`config.mk`:
```
export PLATFORM = sky130hd
export DESIGN_NAME = exc_entry_ctrl
export DESIGN_NICKNAME = d
export VERILOG_FILES = /design/src/rtl/exc_entry_pkg.sv /design/src/rtl/exc_base_regs.sv /design/src/rtl/exc_vector_calc.sv /design/src/rtl/exc_enable_state.sv /design/src/rtl/exc_entry_ctrl.sv
export SDC_FILE = /design/constraint.sdc
export NUM_CORES = 1
export LEC_CHECK = 0
export ABC_AREA = 1
export ABC_CLOCK_PERIOD_IN_PS = 1700
export BUFFER_PORTS_ARGS = -buffer_cell sky130_fd_sc_hd__buf_4
export CORE_MARGIN = 3
export CORE_UTILIZATION = 48
export CTS_CLUSTER_SIZE = 24
export DETAILED_ROUTE_END_ITERATION = 12
export GPL_ROUTABILITY_DRIVEN = 0
export PLACE_DENSITY = 0.88
export SETUP_SLACK_MARGIN = 0.15
export SLEW_MARGIN = 20
export SYNTH_ARGS = -nofsm -noshare
export SYNTH_HDL_FRONTEND = slang
export SYNTH_HIERARCHICAL = 1
export SYNTH_SLANG_ARGS = --single-unit
export TNS_END_PERCENT = 50
```
`constraint.sdc`:
```
create_clock -name clk -period 1.7 [get_ports clk]
set_input_delay 0.255 -clock clk [delete_from_list [all_inputs] [get_ports clk]]
set_output_delay 0.255 -clock clk [all_outputs]
set_load 0.01 [all_outputs]
```
`src/rtl/exc_entry_pkg.sv`:
```
// Package: shared codes for the exception entry controller.
// Assumes a 3-bit cause field and a 2-bit register-write select.
package exc_entry_pkg;

    localparam int CAUSE_W = 3;

    typedef enum logic [CAUSE_W-1:0] {
        CAUSE_RESET = 3'd0,
        CAUSE_BREAK = 3'd1,
        CAUSE_IBUS  = 3'd2,
        CAUSE_WATCH = 3'd3,
        CAUSE_DBUS  = 3'd4,
        CAUSE_DIVZ  = 3'd5,
        CAUSE_IRQ   = 3'd6,
        CAUSE_SCALL = 3'd7
    } cause_e;

    typedef enum logic [1:0] {
        SEL_EBASE = 2'd0,
        SEL_DBASE = 2'd1,
        SEL_DCTRL = 2'd2,
        SEL_GIE   = 2'd3
    } wsel_e;

    typedef enum logic [1:0] {
        CLS_NONE = 2'd0,
        CLS_ORD  = 2'd1,
        CLS_DBG  = 2'd2
    } cls_e;

endpackage

```
`src/rtl/exc_base_regs.sv`:
```
// Module: vector base registers and the remap bit.
// Keeps only the bits above ALIGN_BITS of each base so that a vector
// table is always aligned. Assumes one write per cycle.
module exc_base_regs #(
    parameter int XLEN       = 32,
    parameter int ALIGN_BITS = 8
) (
    input  logic            clk,
    input  logic            rst_n,
    input  logic            wr_en,
    input  logic [1:0]      wr_sel,
    input  logic [XLEN-1:0] wr_data,
    output logic [XLEN-1:0] ebase,
    output logic [XLEN-1:0] dbase,
    output logic            remap
);
    import exc_entry_pkg::*;

    localparam logic [XLEN-1:0] LOW_MASK = XLEN'((64'd1 << ALIGN_BITS) - 64'd1);

    logic [XLEN-1:0] aligned_data;

    // Clear the bits below the table alignment.
    always_comb begin
        aligned_data = wr_data & ~LOW_MASK;
    end

    // Load the register chosen by the select field.
    always_ff @(posedge clk) begin
        if (!rst_n) begin
            ebase <= '0;
            dbase <= '0;
            remap <= 1'b0;
        end else if (wr_en) begin
            case (wsel_e'(wr_sel))
                SEL_EBASE: ebase <= aligned_data;
                SEL_DBASE: dbase <= aligned_data;
                SEL_DCTRL: remap <= wr_data[0];
                default:   ;
            endcase
        end
    end

endmodule

```
`src/rtl/exc_vector_calc.sv`:
```
// Module: sorts a cause into its class and forms the vector address.
// Purely combinational. Assumes the bases are already aligned, so the
// sum never carries into the base bits.
module exc_vector_calc #(
    parameter int XLEN       = 32,
    parameter int SLOT_SHIFT = 5
) (
    input  logic [exc_entry_pkg::CAUSE_W-1:0] cause,
    input  logic [XLEN-1:0]                   ebase,
    input  logic [XLEN-1:0]                   dbase,
    input  logic                              remap,
    output exc_entry_pkg::cls_e               cls,
    output logic [XLEN-1:0]                   target
);
    import exc_entry_pkg::*;

    logic [XLEN-1:0] offset;
    logic [XLEN-1:0] base_sel;

    // Sort the cause code into ordinary, debug or undefined.
    always_comb begin
        case (cause_e'(cause))
            CAUSE_BREAK, CAUSE_WATCH: cls = CLS_DBG;
            CAUSE_IBUS, CAUSE_DBUS, CAUSE_DIVZ,
            CAUSE_IRQ, CAUSE_SCALL:   cls = CLS_ORD;
            default:                  cls = CLS_NONE;
        endcase
    end

    // Pick the base and add the slot offset of the cause.
    always_comb begin
        offset   = XLEN'(cause) << SLOT_SHIFT;
        base_sel = (cls == CLS_ORD && !remap) ? ebase : dbase;
        target   = base_sel + offset;
    end

endmodule

```
`src/rtl/exc_enable_state.sv`:
```
// Module: global enable, saved-enable bits and the two return registers.
// Assumes the caller has already resolved priority, so at most one of
// take_ord, take_dbg, do_eret and do_bret is high.
module exc_enable_state #(
    parameter int XLEN = 32
) (
    input  logic            clk,
    input  logic            rst_n,
    input  logic            take_ord,
    input  logic            take_dbg,
    input  logic            do_eret,
    input  logic            do_bret,
    input  logic            gie_wr,
    input  logic            gie_wr_val,
    input  logic [XLEN-1:0] pc,
    output logic            gie,
    output logic            sav_e,
    output logic            sav_b,
    output logic [XLEN-1:0] ea,
    output logic [XLEN-1:0] ba
);

    // Update the enable bits by priority: entry, return, then a write.
    always_ff @(posedge clk) begin
        if (!rst_n) begin
            gie   <= 1'b0;
            sav_e <= 1'b0;
            sav_b <= 1'b0;
        end else if (take_ord) begin
            if (gie) sav_e <= 1'b1;
            gie <= 1'b0;
        end else if (take_dbg) begin
            if (gie) sav_b <= 1'b1;
            gie <= 1'b0;
        end else if (do_eret) begin
            gie <= sav_e;
        end else if (do_bret) begin
            gie <= sav_b;
        end else if (gie_wr) begin
            gie <= gie_wr_val;
        end
    end

    // Save the program counter in the return register of the class.
    always_ff @(posedge clk) begin
        if (!rst_n) begin
            ea <= '0;
            ba <= '0;
        end else if (take_ord) begin
            ea <= pc;
        end else if (take_dbg) begin
            ba <= pc;
        end
    end

endmodule

```
`src/rtl/exc_entry_ctrl.sv`:
```
// Module: exception entry and return controller (top).
// Resolves priority among the request, the two return strobes and the
// register port. Registers the vector, return and error results one
// cycle after their cause. Assumes a request has a valid PC.
module exc_entry_ctrl #(
    parameter int XLEN       = 32,
    parameter int SLOT_SHIFT = 5,
    parameter int ALIGN_BITS = 8
) (
    input  logic            clk,
    input  logic            rst_n,
    input  logic            req_valid,
    input  logic [2:0]      req_cause,
    input  logic [XLEN-1:0] req_pc,
    input  logic            eret_strobe,
    input  logic            bret_strobe,
    input  logic            cfg_wr_en,
    input  logic [1:0]      cfg_wr_sel,
    input  logic [XLEN-1:0] cfg_wr_data,
    output logic            vec_valid,
    output logic [XLEN-1:0] vec_pc,
    output logic            ret_valid,
    output logic [XLEN-1:0] ret_pc,
    output logic            cause_err,
    output logic            gie,
    output logic            saved_exc_en,
    output logic            saved_dbg_en,
    output logic [XLEN-1:0] exc_addr,
    output logic [XLEN-1:0] dbg_addr,
    output logic [XLEN-1:0] exc_base,
    output logic [XLEN-1:0] dbg_base,
    output logic            remap_dbg
);
    import exc_entry_pkg::*;

    cls_e            cls;
    logic [XLEN-1:0] target;
    logic            take_ord, take_dbg, bad_cause;
    logic            do_eret, do_bret, gie_wr;

    exc_base_regs #(.XLEN(XLEN), .ALIGN_BITS(ALIGN_BITS)) u_bases (
        .clk     (clk),
        .rst_n   (rst_n),
        .wr_en   (cfg_wr_en),
        .wr_sel  (cfg_wr_sel),
        .wr_data (cfg_wr_data),
        .ebase   (exc_base),
        .dbase   (dbg_base),
        .remap   (remap_dbg)
    );

    exc_vector_calc #(.XLEN(XLEN), .SLOT_SHIFT(SLOT_SHIFT)) u_vec (
        .cause  (req_cause),
        .ebase  (exc_base),
        .dbase  (dbg_base),
        .remap  (remap_dbg),
        .cls    (cls),
        .target (target)
    );

    // Resolve precedence: request, ordinary return, debug return, write.
    always_comb begin
        take_ord  = req_valid && (cls == CLS_ORD);
        take_dbg  = req_valid && (cls == CLS_DBG);
        bad_cause = req_valid && (cls == CLS_NONE);
        do_eret   = eret_strobe && !req_valid;
        do_bret   = bret_strobe && !req_valid && !eret_strobe;
        gie_wr    = cfg_wr_en && (wsel_e'(cfg_wr_sel) == SEL_GIE);
    end

    exc_enable_state #(.XLEN(XLEN)) u_state (
        .clk        (clk),
        .rst_n      (rst_n),
        .take_ord   (take_ord),
        .take_dbg   (take_dbg),
        .do_eret    (do_eret),
        .do_bret    (do_bret),
        .gie_wr     (gie_wr),
        .gie_wr_val (cfg_wr_data[0]),
        .pc         (req_pc),
        .gie        (gie),
        .sav_e      (saved_exc_en),
        .sav_b      (saved_dbg_en),
        .ea         (exc_addr),
        .ba         (dbg_addr)
    );

    // Register the vector, return target and error pulse.
    always_ff @(posedge clk) begin
        if (!rst_n) begin
            vec_valid <= 1'b0;
            vec_pc    <= '0;
            ret_valid <= 1'b0;
            ret_pc    <= '0;
            cause_err <= 1'b0;
        end else begin
            vec_valid <= take_ord || take_dbg;
            cause_err <= bad_cause;
            ret_valid <= do_eret || do_bret;
            if (take_ord || take_dbg) vec_pc <= target;
            if (do_eret)      ret_pc <= exc_addr;
            else if (do_bret) ret_pc <= dbg_addr;
        end
    end

endmodule

```
* After elaboration in Yosys (flattened, before gate mapping) *
Cells that the tools add are included.
W data, S select, Z words.

storage, ports and cells
  register bits after elaboration = 183
  word-level logic and storage cells = 61

operators by class
  multiplexer cells = 7
  equal/unequal tests = 12
  add/subtract/negate cells = 1
  bitwise gates (word level) = 2
  reductions and logical operators = 26

operators by type and width
  cell                  number
  $mux W32              3
  $add A32 B8 Y32       1
  $eq A3 B3 Y1 const B  4
  $reduce_and A2 Y1     5
  $logic_and A1 B1 Y1   8
  $eq A2 B2 Y1 const B  3
  $eq A3 B2 Y1 const B  2
  $reduce_or A5 Y1      1
  $eq A2 B1 Y1 const B  2
  $logic_not A2 Y1      2
  $pmux W2 S2           1
  $eq A3 B1 Y1 const B  1
  $logic_not A1 Y1      3
  $mux W1               3
  $reduce_and A3 Y1     1
  $reduce_bool A3 Y1    1
  $reduce_or A3 Y1      1
  $logic_or A1 B1 Y1    2
  $not A1 Y1            2
  $reduce_bool A2 Y1    1
  $reduce_or A2 Y1      1

* Depth between registers and ports, before layout *
Gate-level depths: netlist (run 1).

  depth after elaboration = 7
  mapped depth = 20

* Hierarchy *
Netlist (run 1), hierarchy kept.

by module, submodules not included
  module            instances  seq. area each (um^2)  area an instance (um^2)  cells an instance
  exc_entry_ctrl    1          1341.3                 3153.0                   471
  exc_enable_state  1          1341.3                 2359.8                   298
  exc_base_regs     1          980.9                  2238.4                   337
  exc_vector_calc   1          0.0                    1666.6                   325

* Worst setup path before layout (run 1) *
Ideal clock, no wire load.

  path kind = input -> register
  from = input port req_cause[1]
  to = register u_state.ba[10]
  stages = 12
  path slack = -0.131 ns
  library setup time = 0.116 ns
  path buffers = 3
  arrival = 1.715 ns
  cell sequence = inv_1 o21ai_4 buf_4 nand3_2 buf_2 inv_1 inv_2 nand2_4 inv_2 buf_6 nor2_1 nor2_1

between the ends
  longest elaborated chain between the ends = 7
  elaborated cells between the ends (all ways) = 16
  classes of those cells = eq/ne: 9; mux: 1; bitwise: 1; reduce/logical: 5

ends and longest elaborated chain
  item                                                         line                    text
  from (decl)                                                  exc_entry_ctrl.sv:13    input logic [2:0] req_cause,
  $eq A3 B2 Y1, or another cell as far along                   exc_vector_calc.sv:22   case (cause_e'(cause))
  $reduce_or A5 Y1 / $reduce_or A2 Y1 (equally long branches)  exc_vector_calc.sv:22
  $pmux W2 S2 *                                                exc_vector_calc.sv:22
  net cls[0]                                                   exc_entry_ctrl.sv:36    cls_e cls;
  $eq A2 B1 Y1 *                                               exc_entry_ctrl.sv:63    take_ord = req_valid && (cls == CLS_ORD);
  $logic_and A1 B1 Y1 *                                        exc_entry_ctrl.sv:63
  net take_ord                                                 exc_entry_ctrl.sv:38    logic take_ord, take_dbg, bad_cause;
  $not A1 Y1 (no source line) *                                --
  $reduce_and A2 Y1 (no source line) *                         --
  to (signal assigned)                                         exc_enable_state.sv:52  ba <= pc;
  to (decl)                                                    exc_enable_state.sv:20  output logic [XLEN-1:0] ba

The timed path passes the listed nets; every way through them passes the cells marked *.
A chain may end at the register's enable or synchronous reset.

* Worst setup path in the final report (run 1) *
  from = register u_bases.remap
  to = register vec_pc[19]

between the ends
  longest elaborated chain between the ends = 4

ends and longest elaborated chain
  item                    line                   text
  from (decl)             exc_base_regs.sv:15    output logic remap
  from (signal assigned)  exc_base_regs.sv:38    SEL_DCTRL: remap <= wr_data[0];
  $logic_not A1 Y1        exc_vector_calc.sv:33  base_sel = (cls == CLS_ORD && !remap) ? ebase : dbase;
  $logic_and A1 B1 Y1     exc_vector_calc.sv:33
  $mux W32                exc_vector_calc.sv:33
  $add A32 B8 Y32         exc_vector_calc.sv:34  target = base_sel + offset;
  net target[19]          exc_entry_ctrl.sv:37   logic [XLEN-1:0] target;
  to (signal assigned)    exc_entry_ctrl.sv:100  if (take_ord || take_dbg) vec_pc <= target;
  to (decl)               exc_entry_ctrl.sv:21   output logic [XLEN-1:0] vec_pc,

The timed path passes the listed nets, and every way through them passes these cells.

==> run metrics, run 1 <==
status=finished, final reports clean; vias in the first global route=about 9200; die footprint=0.0213 mm^2; GRT Residual Overflow=0; Final WS setup=around 230 ps; Clock Tree Buf Depth=2; crit path time final=around 1500 ps; Max FO, Critical Path=9; share of cells above drive strength 1=a little under a quarter; HPWL after detailed placement=approximately 21 mm; clock-pin slew on the worst setup and hold paths=80 ps; IO buf count=250; chip width=about 150 um; die height=~150 um; clk sinks=approximately 180; Reg power frac=43.6%; Crit. End Element=register; VDD IR max=a little under 0.0007 V; Post-Synthesis Cells=between 1000 and 1500; commonest non-fill, non-tap cells in the layout=nand2_1 (302), nor2_1 (302), buf_4 (284); Area Growth Syn to Fin=29.2%; Util after Layout=64.0%; Fin Setup TNS=0 ps; CP Class=register to register; global-route usage over all layers=26.8%; CP startpoint kind=register; nets@finish=1740; Worst path top cell family by delay=simple AND/OR/NAND/NOR gates; via-per-instance ratio=between 5 and 6; pre-CTS setup slack=-9.22 ps; synthesized flop and latch total=about 180; Ant. Diodes=0; register area share after synthesis=~39%; Core Area=~0.019 mm^2; via count=~10000; final hold violation count=0; FF/Latch Area=~0.0037 mm^2; TritonRoute pass-1 iters=6; Final Skew=11.0 ps; global-route wire length before repair=approximately 47 mm; Worst EP arrival=about 1800 ps; Crit path largest cell delay=approximately 360 ps; CTS Root Cell=clkbuf_16; Synth cell types=37; Combinational Power Share=between 10% and 20%; row cnt=50; # DRC=0; Multi-input gate area=around 0.0046 mm^2; Clock Power Share=37.3%; worst path cell trace=inv_4 > nand3_4 > buf_4 > nand2_1 > nand2_1 > xor2_1 > nor2_1 > nor2_1; Final Setup Violations=0; initial antenna violation count=0; Area after DPL=between 0.01 and 0.015 mm^2; Hold WS=approximately 42 ps; CP max stage cell=dfxtp_1; htree depth=4; Worst Path Required=about 2100 ps; Post-Syn Area=between 0.009 and 0.01 mm^2; Net Sw Frac=a little under a third; Cell Int Power=0.00742 W; Ports=274; routed wire length=29.7 mm; Synth Area per Inst=approximately 6.6 um^2; Yosys warnings=6; largest net degree at the start of global routing=between 80 and 90; Starting DRT DRC Count=roughly 870; fin crit share=86.3%; Max Slew Vio Count=0; Inserted Clock Buffers=17; switching pwr=roughly 0.0034 W; clk_lat worst skew=around 440 ps; WL/cell=about 15 um; Power per Cell Area=888 mW/mm^2; ANT nets after route=0; Initial Util=49.5%; number of filler cells placed in the layout=about 1700; unrepaired setup endpoints after global routing=false; Max-cap violations=0; Fmax achieved=roughly 680 MHz; CTS tree=built; Static Leakage=roughly 6 nW; CP Buf/Inv Count=2; Hold Crit Class=input port to register; post-route cell area=about 0.012 mm^2
flip-flops by register name, indices dropped and copies added, names as in the netlist, 24 cells and up:
name	cells
vec_pc	32
u_bases/ebase	24
u_bases/dbase	24
u_state/ea	32
u_state/ba	32
ret_pc	32
final cells by class:
| class | instances | share of cell area [%] |
|---|---|---|
| Tap cell | 260 | 2.67 |
| Clock buffer | 17 | 3.50 |
| Sequential cell | 183 | 30.1 |
| Clock inverter | 15 | 1.60 |
| Multi-Input combinational cell | 996 | 37.8 |
| Timing Repair Buffer | 293 | 18.9 |
| Inverter | 170 | 5.46 |
synth_stat cells:
master,number,area [um^2]
buf_12,1,20.0
nand2_1,302,1130
fa_1,1,20.0
xnor2_1,3,26.3
clkbuf_1,25,93.8
o21ai_1,12,60.1
a21oi_1,59,295
nor4_1,1,6.26
o21ai_4,1,16.3
buf_2,34,170
a21boi_0,1,7.51
and3_1,1,6.26
nor3_1,1,5.00
nand2_4,4,45.0
nand3b_1,36,270
buf_6,10,113
o21ai_0,56,280
conb_1,1,3.75
inv_1,161,604
nand3_4,1,17.5
nand2_2,17,106
nand3_1,126,631
mux2_2,8,90.1
xor2_1,11,96.3
nand4_1,10,62.6
nor2_2,17,106
ha_1,3,37.5
buf_8,1,15.0
o21a_1,1,7.51
nor2_1,302,1130
inv_2,7,26.3
buf_1,3,11.3
clkinv_1,2,7.51
nand3_2,4,40.0
buf_4,24,180
dfxtp_1,183,3660
o21ai_2,1,8.76
cell families after synthesis:
kind of cell               count (synthesis)  synth area share [%]
buffers and inverters                    268                  13.2
xor gates and xnor gates                  14                  1.30
and+or+nand+nor                          822                  37.8
other                                      1                0.0398
AOI/OAI and AO/OA                        131                  7.17
DFF                                      183                  38.9
adders and majority gates                  4                 0.611
muxes                                      8                 0.957
stage by stage:
step | instances | power, W
after floorplan | 1446 | 0.00597
final | 1934 | 0.0108
after global routing | 1934 | 0.0113
after CTS | 1932 | 0.0108
after detailed placement | 1900 | 0.00681
after global placement | 1900 | 0.00675
what timing repair did:
item | CTS | global route
endpoints found under the setup margin | 0 | 19
hold endpoints to repair | 0 | 0
buffers inserted | 0 | 1
hold buffers | 0 | 0
resized for setup | 0 | 4
path summary, 6_finish.rpt:
check	start	to	slack (ps)	depth (start not counted)
worst min register to register	ret_pc[15]$_SDFFE_PN0P_	ret_pc[15]$_SDFFE_PN0P_	470	2
worst max register to register	u_bases/remap$_SDFFE_PN0P_	vec_pc[19]$_SDFFE_PN0P_	230	8
worst max-delay path	u_bases/remap$_SDFFE_PN0P_	vec_pc[19]$_SDFFE_PN0P_	230	8
worst min-delay path	req_pc[8]	u_state/ea[8]$_SDFFE_PN0P_	40	3
metal layers:
metal	GRT usage [%]	vias to the layer above	wire length [um]
li1	-	4853	-
met1	33.5	4543	11900
met2	43.6	500	13700
met3	5.77	108	2500
met4	14.3	0	1620
met5	0	-	0
power groups by stage:
stage / logic, W / registers [W] / clock network (W)
final: 0.00206 / 0.00471 / 0.00403
after global placement: 0.00195 / 0.00480 / 0
after global routing: 0.00226 / 0.00475 / 0.00427
after CTS: 0.00202 / 0.00471 / 0.00409
after detailed placement: 0.00200 / 0.00481 / 0
after floorplan: 0.00109 / 0.00488 / 0
worst register-to-register path, stage by stage, from the launching register on:
cell     delay, ps
dfxtp_1        360
inv_4          120
nand3_4        130
buf_4          200
nand2_1         60
nand2_1         80
xor2_1         260
nor2_1         100
nor2_1         100
No activity file was read; power rests on OpenSTA's default activity.
==> inputs of run 2 (changes only) <==
CORE_ASPECT_RATIO = 1.75   (was unset)
==> run metrics, run 2 (synthesis gave the netlist of run 1 again) <==
Rel. slew slack=approximately 66%; R2R cell count=8; Worst Path Required=~2100 ps; Fin Setup TNS=0 ps; Crit Reg-Reg Startpoint=u_bases/remap$_SDFFE_PN0P_; Ports=between 200 and 300; VDD IR max=around 0.00085 V; Starting DRT DRC Count=between 800 and 900; Util after Layout=approximately 63%; hold_sp=req_pc[20]; htree depth=4; via-per-instance ratio=5.28; slew at the pin closest to its max-slew limit=513 ps; crit path time final=between 1000 and 1500 ps; clk_lat worst skew=about 440 ps; CP Class=register to register; global-route usage over all layers=between 20% and 30%; worst path cell trace=inv_2 > nand3_4 > buf_4 > nand2_1 > nand2_1 > xor2_1 > nor2_1 > nor2_1; clk sinks=roughly 180; fin crit share=slightly below 90%; vias in the first global route=about 9700; CP startpoint kind=register; routed wire length=30.6 mm; Final Skew=between 10 and 15 ps; global-route wire length before repair=about 47 mm; Hold Crit Depth=3; CTS tree=built; fin cells=~1900; chip width=112 um; Clock Tree Buf Depth=2; Cells after DPL=~1900; TritonRoute pass-1 iters=7; IO buf count=250; HPWL after detailed placement=21.8 mm; end of the worst register-to-register path=vec_pc[15]$_SDFFE_PN0P_; CP Buf/Inv Count=2; Max FO, Critical Path=10; Worst EP arrival=roughly 1900 ps; Hold WS=between 40 and 50 ps; nets@finish=approximately 1700; final hold violation count=0; die footprint=between 0.02 and 0.025 mm^2; WHS Endpoint=u_state/ea[20]$_SDFFE_PN0P_; Core Area=0.0192 mm^2; setup slack, reg-to-reg=just over 200 ps; Worst path top cell family by delay=simple AND/OR/NAND/NOR gates; Max-cap violations=0; Max Slew Vio Count=0; Fmax achieved=between 600 and 700 MHz; GRT Residual Overflow=0; post-route cell area=around 0.012 mm^2; unrepaired setup endpoints after global routing=true; Inserted Clock Buffers=17; Area after DPL=0.0115 mm^2; Static Leakage=between 6 and 7 nW; Post-CTS Hold Fix Bufs=0; Crit path largest cell delay=around 340 ps; ANT nets after route=0; largest net degree at the start of global routing=approximately 110; WL/cell=~16 um; Final Setup Violations=0; via count=10100; Hold Crit Class=input port to register; initial antenna violation count=0; row cnt=67; Crit. End Element=register; die height=around 190 um; Initial Util=49.1%; commonest non-fill, non-tap cells in the layout=nand2_1 (302), nor2_1 (302), buf_4 (284); Area Growth Syn to Fin=29.4%; CTS Root Cell=clkbuf_16; CP max stage cell=dfxtp_1; Power per Cell Area=887 mW/mm^2; clock-pin slew on the worst setup and hold paths=roughly 80 ps; # DRC=0; share of cells above drive strength 1=around a quarter; status=finished, final reports clean
[run 2: layout make-up]
cell class	count	area (um^2)
tap	241	302
inverter	170	662
multi-input combinational	996	4600
fill	1594	7010
clock inverter	14	173
sequential	183	3660
timing repair buffer	295	2350
clock buffer	18	439
antenna	1	2.50
[run 2: metrics by stage]
| stage | power, W | worst slack [ps] |
|---|---|---|
| after global routing | 0.0113 | 117 |
| after floorplan | 0.00597 | 54.2 |
| after global placement | 0.00675 | 6.21 |
| final | 0.0108 | 201 |
| after detailed placement | 0.00681 | -29.8 |
| after CTS | 0.0108 | 144 |
[run 2: report_power, final]
part,switching (W),total [W],leakage [nW],internal [W]
Clock,0.00200,0.00403,0.297,0.00203
Combinational,0.00119,0.00207,4.22,0.000880
Sequential,0.000185,0.00471,1.50,0.00453
[run 2: worst max path at each step]
stage	cells past startpoint	slack, ps	from	endpoint
floorplan	12	50	req_cause[1]	u_state/ba[10]$_SDFFE_PN0P_
global placement	10	6	req_cause[1]	vec_pc[31]$_SDFFE_PN0P_
detailed placement	10	-30	req_cause[1]	vec_pc[31]$_SDFFE_PN0P_
CTS	8	140	u_bases/remap$_SDFFE_PN0P_	vec_pc[15]$_SDFFE_PN0P_
global route	9	120	u_bases/remap$_SDFFE_PN0P_	vec_pc[24]$_SDFFE_PN0P_
finish	8	200	u_bases/remap$_SDFFE_PN0P_	vec_pc[15]$_SDFFE_PN0P_
[run 2: worst reg2reg max path: stages, from the launching register on]
cell     delay [ps]
dfxtp_1         340
inv_2           150
nand3_4         190
buf_4           220
nand2_1          60
nand2_1         120
xor2_1          190
nor2_1           70
nor2_1          110
[run 2: metal layers]
| layer | vias to the layer above | share of wire (%) | track usage (%) |
|---|---|---|---|
| li1 | 4870 | - | - |
| met2 | 539 | 51 | 49.7 |
| met4 | 0 | 7.3 | 18.7 |
| met5 | - | 0 | 0 |
| met1 | 4563 | 33 | 26.3 |
| met3 | 154 | 8.6 | 7.60 |
[run 2: repair_timing]
action / 4_1_cts / 5_1_grt
setup buffers: 0 / 2
endpoints found under the setup margin: 3 / 17
resized for setup: 1 / 2
cloned: 0 / 1
pin swaps: 0 / 1
